--- src/rtl/cov_pkg.sv ---
package cov_pkg;
  localparam int CV_W     = 64;
  localparam int NUM_SIZE = 4;                 // 8,16,32,64
  localparam int SIZE_W   = $clog2(NUM_SIZE);

  typedef logic [CV_W-1:0] word_t;

  function automatic int size_bits(input logic [SIZE_W-1:0] sz);
    return 8 << sz;
  endfunction

  function automatic word_t lane_mask(input logic [SIZE_W-1:0] sz);
    int w;
    w = size_bits(sz);
    if (w >= CV_W) return '1;
    return (word_t'(1) << w) - word_t'(1);
  endfunction

  // carry leaving the top bit of the selected width, by widened addition
  function automatic logic width_carry(input word_t a, input word_t b,
                                       input logic cin, input logic [SIZE_W-1:0] sz);
    logic [CV_W:0] t;
    t = {1'b0, a} + {1'b0, b} + {{CV_W{1'b0}}, cin};
    return t[size_bits(sz)];
  endfunction

  // signed overflow by the operand/result sign rule
  function automatic logic width_overflow(input word_t a, input word_t b,
                                          input logic cin, input logic [SIZE_W-1:0] sz);
    word_t t;
    int    m;
    t = a + b + word_t'(cin);
    m = size_bits(sz) - 1;
    return (a[m] == b[m]) && (t[m] != a[m]);
  endfunction
endpackage

--- src/rtl/cov_operand_prep.sv ---
module cov_operand_prep
  import cov_pkg::*;
(
  input  word_t             src_a,
  input  word_t             src_b,
  input  logic              op_sub,
  input  logic [SIZE_W-1:0] op_size,
  output word_t             pa,
  output word_t             pb,
  output logic              cin
);
  word_t mask;

  always_comb begin
    mask = lane_mask(op_size);
    pa   = src_a & mask;
    pb   = (op_sub ? ~src_b : src_b) & mask;
    cin  = op_sub;
  end
endmodule

--- src/rtl/cov_carry_chain.sv ---
module cov_carry_chain
  import cov_pkg::*;
(
  input  word_t pa,
  input  word_t pb,
  input  logic  cin,
  output word_t sum,
  output word_t nvec
);
  logic [CV_W:0] full;

  always_comb begin
    full = {1'b0, pa} + {1'b0, pb} + {{CV_W{1'b0}}, cin};
    sum  = full[CV_W-1:0];
    // carry into bit i+1 is carry out of bit i
    nvec = full[CV_W:1] ^ {1'b0, pa[CV_W-1:1]} ^ {1'b0, pb[CV_W-1:1]};
  end
endmodule

--- src/rtl/cov_replicate.sv ---
module cov_replicate
  import cov_pkg::*;
(
  input  word_t             nvec,
  input  logic [SIZE_W-1:0] op_size,
  output word_t             rvec
);
  logic [NUM_SIZE-1:0][CV_W-1:0] reps;

  for (genvar k = 0; k < NUM_SIZE; k++) begin : g_size
    localparam int W = 8 << k;
    for (genvar j = 0; j < CV_W; j++) begin : g_bit
      assign reps[k][j] = nvec[j % W];
    end
  end

  assign rvec = reps[op_size];
endmodule

--- src/rtl/cov_unit.sv ---
module cov_unit
  import cov_pkg::*;
#(
  parameter int DATA_W = CV_W
) (
  input  logic              clk,
  input  logic              rst,
  input  logic              in_valid,
  input  logic              op_sub,
  input  logic [SIZE_W-1:0] op_size,
  input  logic [DATA_W-1:0] src_a,
  input  logic [DATA_W-1:0] src_b,
  output logic              out_valid,
  output logic [DATA_W-1:0] carry_vec
);
  word_t pa, pb, sum, nvec, rvec;
  logic  cin;

  cov_operand_prep u_prep (
    .src_a(src_a), .src_b(src_b), .op_sub(op_sub), .op_size(op_size),
    .pa(pa), .pb(pb), .cin(cin)
  );

  cov_carry_chain u_chain (
    .pa(pa), .pb(pb), .cin(cin), .sum(sum), .nvec(nvec)
  );

  cov_replicate u_rep (
    .nvec(nvec), .op_size(op_size), .rvec(rvec)
  );

  always_ff @(posedge clk) begin
    if (rst) begin
      out_valid <= 1'b0;
      carry_vec <= '0;
    end else begin
      out_valid <= in_valid;
      if (in_valid) carry_vec <= rvec;
    end
  end

  // independent event wires for the checks below
  logic flag_c, flag_v, nib_carry;
  assign flag_c    = width_carry(pa, pb, cin, op_size);
  assign flag_v    = width_overflow(pa, pb, cin, op_size);
  assign nib_carry = ({1'b0, pa[3:0]} + {1'b0, pb[3:0]} + {4'd0, cin}) > 5'd15;

  AST_COUT_FORM: assert property (@(posedge clk) disable iff (rst)
    in_valid |-> (nvec == ((pa & pb) | ((pa | pb) & ~sum))));
  AST_REPL_8:    assert property (@(posedge clk) disable iff (rst)
    (in_valid && op_size == 2'd0) |=> (carry_vec[63:8] == {7{carry_vec[7:0]}}));
  AST_REPL_16:   assert property (@(posedge clk) disable iff (rst)
    (in_valid && op_size == 2'd1) |=> (carry_vec[63:16] == {3{carry_vec[15:0]}}));
  AST_REPL_32:   assert property (@(posedge clk) disable iff (rst)
    (in_valid && op_size == 2'd2) |=> (carry_vec[63:32] == carry_vec[31:0]));
  AST_CARRY_FLAG: assert property (@(posedge clk) disable iff (rst)
    in_valid |=> (carry_vec[63] == $past(flag_c)));
  AST_OVF_FLAG:  assert property (@(posedge clk) disable iff (rst)
    in_valid |=> ((carry_vec[63] ^ carry_vec[62]) == $past(flag_v)));
  AST_NIBBLE:    assert property (@(posedge clk) disable iff (rst)
    in_valid |=> (carry_vec[3] == $past(nib_carry)));
  AST_VALID_LAT: assert property (@(posedge clk) disable iff (rst)
    in_valid |=> out_valid);
  AST_VALID_LOW: assert property (@(posedge clk) disable iff (rst)
    !in_valid |=> !out_valid);
  AST_HOLD:      assert property (@(posedge clk) disable iff (rst)
    !in_valid |=> $stable(carry_vec));
  AST_RESET:     assert property (@(posedge clk)
    rst |=> (!out_valid && carry_vec == '0));
endmodule

--- config.mk ---
export PLATFORM = sky130hd
export DESIGN_NAME = cov_unit
export DESIGN_NICKNAME = d
export VERILOG_FILES = /design/src/rtl/cov_pkg.sv /design/src/rtl/cov_operand_prep.sv /design/src/rtl/cov_carry_chain.sv /design/src/rtl/cov_replicate.sv /design/src/rtl/cov_unit.sv
export SDC_FILE = /design/constraint.sdc
export NUM_CORES = 1
export LEC_CHECK = 0
export BUFFER_PORTS_ARGS = -buffer_cell sky130_fd_sc_hd__buf_2
export CAP_MARGIN = 0
export CORE_MARGIN = 4
export CORE_UTILIZATION = 25
export DETAILED_ROUTE_END_ITERATION = 12
export GPL_ROUTABILITY_DRIVEN = 0
export PLACE_DENSITY_LB_ADDON = 0.25
export SLEW_MARGIN = 10
export SYNTH_ARGS = -nofsm -noshare
export SYNTH_HDL_FRONTEND = slang
export SYNTH_SLANG_ARGS = --single-unit
export TNS_END_PERCENT = 100
--- constraint.sdc ---
create_clock -name clk -period 4.95 [get_ports clk]
set_clock_uncertainty 0.1 [all_clocks]
set_input_delay 0.495 -clock clk [delete_from_list [all_inputs] [get_ports clk]]
set_output_delay 0.495 -clock clk [all_outputs]
set_load 0.01 [all_outputs]
# [Word-level counts from Yosys, hierarchy flattened]
# Cells that the tools add are included.
[classes] add_sub_neg=3 n_shift=2 bitwise_logic=5 n_lt_le_gt_ge=2 muxes=6
[ops] operator="64-bit two-way mux" count=4
[ops] operator="64-bit bitwise AND" count=2
[ops] operator="64-bit binary-select mux with 2-bit select" count=1
[ops] operator="64-bit by 63-bit bitwise XOR with 64-bit output" count=2
[ops] operator="64-bit by 64-bit adder with 65-bit output" count=1
[ops] operator="65-bit by 1-bit adder with 65-bit output" count=1
[ops] operator="64-bit inverter" count=1
[ops] operator="1-bit by 32-bit << shifter with 64-bit output, first input constant" count=1
[ops] operator="64-bit by 1-bit subtractor with 64-bit output, second input constant" count=1
[ops] operator="32-bit by 8-bit greater-or-equal comparator with 1-bit output, second input constant" count=1
[ops] operator="4-bit by 2-bit << shifter with 32-bit output, first input constant" count=1
[ops] operator="2-bit by 3-bit less-than comparator with 1-bit output, second input constant" count=1
[ops] operator="1-bit two-way mux" count=1
[word_totals] reg_bits=65 input_bits=134 output_inout_bits=65 elab_cells=20

# [Depth between registers and ports, before layout]
[depth] ltp_word=11 mapped_depth=20

# [Modules after synthesis]
# From an unflattened synthesis, not the netlist that was laid out.
[hier_totals] hier_cells=1264 hier_area_um2=10149.7
[by_module_without_submodules] mod="cov_carry_chain" instances=1 cells_each=730 area_per_inst_um2=5268.8 seq_area_each_um2=0.0
[by_module_without_submodules] mod="cov_unit" instances=1 cells_each=208 area_per_inst_um2=2311.0 seq_area_each_um2=1301.2
[by_module_without_submodules] mod="cov_operand_prep" instances=1 cells_each=208 area_per_inst_um2=1371.3 seq_area_each_um2=0.0
[by_module_without_submodules] mod="cov_replicate" instances=1 cells_each=118 area_per_inst_um2=1198.6 seq_area_each_um2=0.0

# [Worst setup path before layout]
# Ideal clock, no wire load.
[synth_path] kind="input -> register" start="in op_sub" end="reg carry_vec[47]" arrival_ps=4860 setup_time_ps=114 cell_stages=19 path_slack_ps=-124 path_buffers=5 cell_sequence="buf_4 > buf_2 > buf_2 > buf_2 > buf_1 > xor2_1 > ha_1 > a21o_1 > ha_1 > a21oi_1 > o31ai_1 > a311oi_1 > nor3_1 > a211oi_2 > o21ai_1 > a21boi_1 > xnor2_1 > a211oi_1 > a2111oi_0"
[synth_via] elab_chain_cells=8
[synth_rtl] element="start, declared" line="cov_unit.sv:9" text="input logic op_sub,"
[synth_rtl] element="64-bit two-way mux" line="cov_operand_prep.sv:17" text="pb = (op_sub ? ~src_b : src_b) & mask;"
[synth_rtl] element="64-bit bitwise AND" line="cov_operand_prep.sv:17"
[synth_rtl] element="64-bit by 64-bit adder with 65-bit output"
[synth_rtl] element="65-bit by 1-bit adder with 65-bit output" line="cov_carry_chain.sv:13" text="full = {1'b0, pa} + {1'b0, pb} + {{CV_W{1'b0}}, cin};"
[synth_rtl] element="64-bit by 63-bit bitwise XOR with 64-bit output" line="cov_carry_chain.sv:16" text="nvec = full[CV_W:1] ^ {1'b0, pa[CV_W-1:1]} ^ {1'b0, pb[CV_W-1:1]};"
[synth_rtl] element="64-bit by 63-bit bitwise XOR with 64-bit output (*)" line="cov_carry_chain.sv:16"
[synth_rtl] element="64-bit binary-select mux with 2-bit select (*)" line="cov_replicate.sv:17" text="assign rvec = reps[op_size];"
[synth_rtl] element="64-bit two-way mux (not written as such) (*)" line="cov_replicate.sv:17"
[synth_rtl] element="end signal, assigned" line="cov_unit.sv:38" text="if (in_valid) carry_vec <= rvec;"
[synth_rtl] element="end, declared" line="cov_unit.sv:14" text="output logic [DATA_W-1:0] carry_vec"
# Every way passes the cells marked *; elsewhere a longest branch is shown, timed or not. The select of a mux whose other input is x is not followed.
# A chain may end at the register's enable or synchronous reset.

# [Worst setup path in the final report]
[layout_path] start="in op_sub" end="reg carry_vec[53]"
# Same word-level chain as after synthesis.

==> impl_metrics.ini <==
[synth]
synth-main-ff-cell = dfxtp_1
syn-num-nets = 1503
ys_ff_latch = 65
synth-seq-area-share_pct = 13.96
yosysUniqueCellTypes = 70
syn_inst = 1306
yosys_warnings = 0
synth_edf_count = 0
async_flop_share_pct = 0
synth.avg_cell_area_sq_um = 7.136
netlist_area_sq_um = 9320

[clock_network]
insertion_delay_ns = 0.33
cts_hold_buffers = 0
path_clk_slew_ns = 0.05
clock-sinks = 65
cts-buffers-inserted = 9
htree_num_levels = 3
post-cts-setup-buffers = 0
cts.path.max_buffers = 2
root_buffer = clkbuf_16
cts_resized = 0
cts_tree = built

[grt]
gr-total-overflow = 0
antenna_found_initial = 0
grt_pass1_vias = 9814
grt_max_degree = 60
grt_pass1_wl_mm = 56.99
grt_usage_pct = 17.73

[detailed_routing]
antenna_left = 0
avgViaCountPerCell = 5.072
drtPass1Iterations = 5
vias = 9794
drc = 0
drt-initial-drc-count = 683
routedWlPerCell_um = 19.30
finalWirelength_mm = 37.28

[critical_path]
r2r_start = carry_vec[63]
cp.arrival_ns = 4.50
crit_fanout = 23
worstRegToRegCells = 4
crit_start = op_sub
startpoint_type = input pin
crit_type = input pin to flip-flop
required_ns = 5.08
critPathCaptureType = flip-flop

[timing]
period_needed_ns = 4.363
hold_violations = 0
worst_pin_slew_ns = 0.8279
setup_viol = 0
finalCritPeriodShare_pct = 88.15
tns_ns = 0
rsz0062_at_grt = false
slew_viol_final = 0
relSlewSlack_pct = 44.75
fmax_mhz = 229.2

[worst_hold_path]
hold_depth = 2
hp-start = carry_vec[37]
hold_class = flip-flop to flip-flop

[power]
total_power_mw = 2.960
peakVddDrop_uv = 139.2
cellLeakagePower_nw = 4.977
power_density_nw_per_um2 = 265.2

[run]
drv_cap = 0

[finish]
num-fill-cells = 4015
nets = 1655
drive_gt1_share_pct = 18.39
syn_to_final_growth_pct = 19.75
n_antenna_cell = 0

[die]
die_w_um = 201.1
start_util_pct = 25.40
die_y_um = 201.1
die-area_sq_um = 40430
io_pins = 199
core-area_sq_um = 36700
num_rows = 70

[placement]
port_buffers = 198
dpl.hpwl_mm = 31.61

[outcome]
outcome = completed
-- cell usage after synthesis, types with 3 or more instances --
cell type	n	area share, %
nor3_1	23	1.2
mux2i_1	7	0.75
inv_1	20	0.81
nand4_1	24	1.6
xnor2_1	197	19
nor4_1	6	0.40
and4_1	6	0.56
nor2b_1	13	0.87
nor2_1	174	7.0
o211ai_1	12	0.97
a31oi_1	13	0.87
nand2b_1	12	0.81
a211oi_1	38	3.1
a2111oi_0	6	0.56
a311oi_1	7	0.66
o21bai_1	12	0.97
a21o_1	57	4.6
xor2_1	47	4.4
buf_1	5	0.20
or2_2	4	0.27
and2_1	34	2.3
and3_1	38	2.6
o221ai_1	3	0.28
dfxtp_1	65	14
o21a_1	12	0.97
buf_2	8	0.43
o31ai_1	5	0.40
nand3_1	13	0.70
ha_1	63	8.5
nand2_1	84	3.4
clkbuf_1	83	3.3
o22ai_1	6	0.40
o21ai_0	59	3.2
a21oi_1	103	5.5
-- placed cells by master, fill, tap and decap left out, drive strengths merged, types with 7 or more instances in the layout --
master / count
nor2: 174
a21oi: 103
nor3: 23
xnor2: 197
mux2i: 7
nand2b: 12
a21o: 57
buf: 239
inv: 20
nand2: 84
nor2b: 13
and3: 38
o31ai: 7
dfxtp: 65
o21a: 12
ha: 63
o211ai: 12
a211oi: 40
o21bai: 12
clkbuf: 14
a31oi: 14
a311oi: 7
xor2: 47
nand3: 13
and2: 34
nand4: 24
o21ai: 61
-- power by group --
part	internal, mW	leakage [nW]	switching [mW]	total [mW]
Clock	0.469	0.157	0.234	0.703
Sequential	0.597	0.539	0.0535	0.651
Combinational	0.630	4.28	0.976	1.61
-- registers in the layout, indices dropped and copies added (netlist names) --
| name | flops |
|---|---|
| out_valid | 1 |
| carry_vec | 64 |
-- metal layers --
metal / up-vias / GRT usage, % / wire [um]
met4: 0 / 5.187 / 1190
met1: 4559 / 23.33 / 16920
met3: 57 / 4.055 / 2360
met5: - / 0 / 0
met2: 283 / 29.07 / 16810
li1: 4895 / - / -
-- cell families after synthesis --
logic type / count (synthesis) / share of synthesized area (%)
flops: 65 / 13.96
simple gates: 440 / 22.50
xor+xnor: 245 / 23.20
compound gates: 367 / 26.18
fa+ha+maj: 63 / 8.458
mux: 7 / 0.7518
buf+inv: 119 / 4.954
-- cell type report --
class / count / area [sq um] / area share (%)
clock buffers: 14 / 264.0 / 2.365
inverters: 21 / 78.83 / 0.7063
well taps: 468 / 585.6 / 5.247
repair buffers: 239 / 1314 / 11.77
multi-input cells: 1122 / 7557 / 67.71
flip-flops and latches: 65 / 1301 / 11.66
clock inverters: 2 / 60.06 / 0.5381
-- through the flow --
stage / util, % / cell area (sq um) / instances / setup slack, ns / hold WS [ns]
3_5_place_dp: 29.53 / 10840 / 1915 / 0.1684 / 0.3559
6_report: 30.41 / 11160 / 1931 / 0.5868 / 0.3703
3_3_place_gp: 29.53 / 10840 / 1915 / 0.1622 / 0.3605
4_1_cts: 30.41 / 11160 / 1931 / 0.5220 / 0.3718
5_1_grt: 30.41 / 11160 / 1931 / 0.3592 / 0.4003
2_1_floorplan: - / 9321 / 1306 / 0.06708 / 0.3858
-- final timing paths --
| check | endpoint | slack [ns] |
|---|---|---|
| min | carry_vec[37] | 0.37 |
| min reg2reg | carry_vec[37] | 0.37 |
| max | carry_vec[53] | 0.59 |
| max reg2reg | carry_vec[63] | 3.74 |
-- critical path, stage by stage --
cell and delay, ns:
buf_4 0.33, buf_4 0.29, xnor2_1 0.14, nor2_1 0.08
ha_1 0.38, a21o_1 0.22, a21o_1 0.18, a21oi_1 0.16
o211ai_1 0.17, or3b_2 0.48, a211oi_1 0.37, buf_4 0.19
o211ai_1 0.12, a31oi_1 0.34, xnor2_1 0.20, mux2i_1 0.13
o21a_1 0.20
Note: power is estimated with default switching activity, not from simulation.
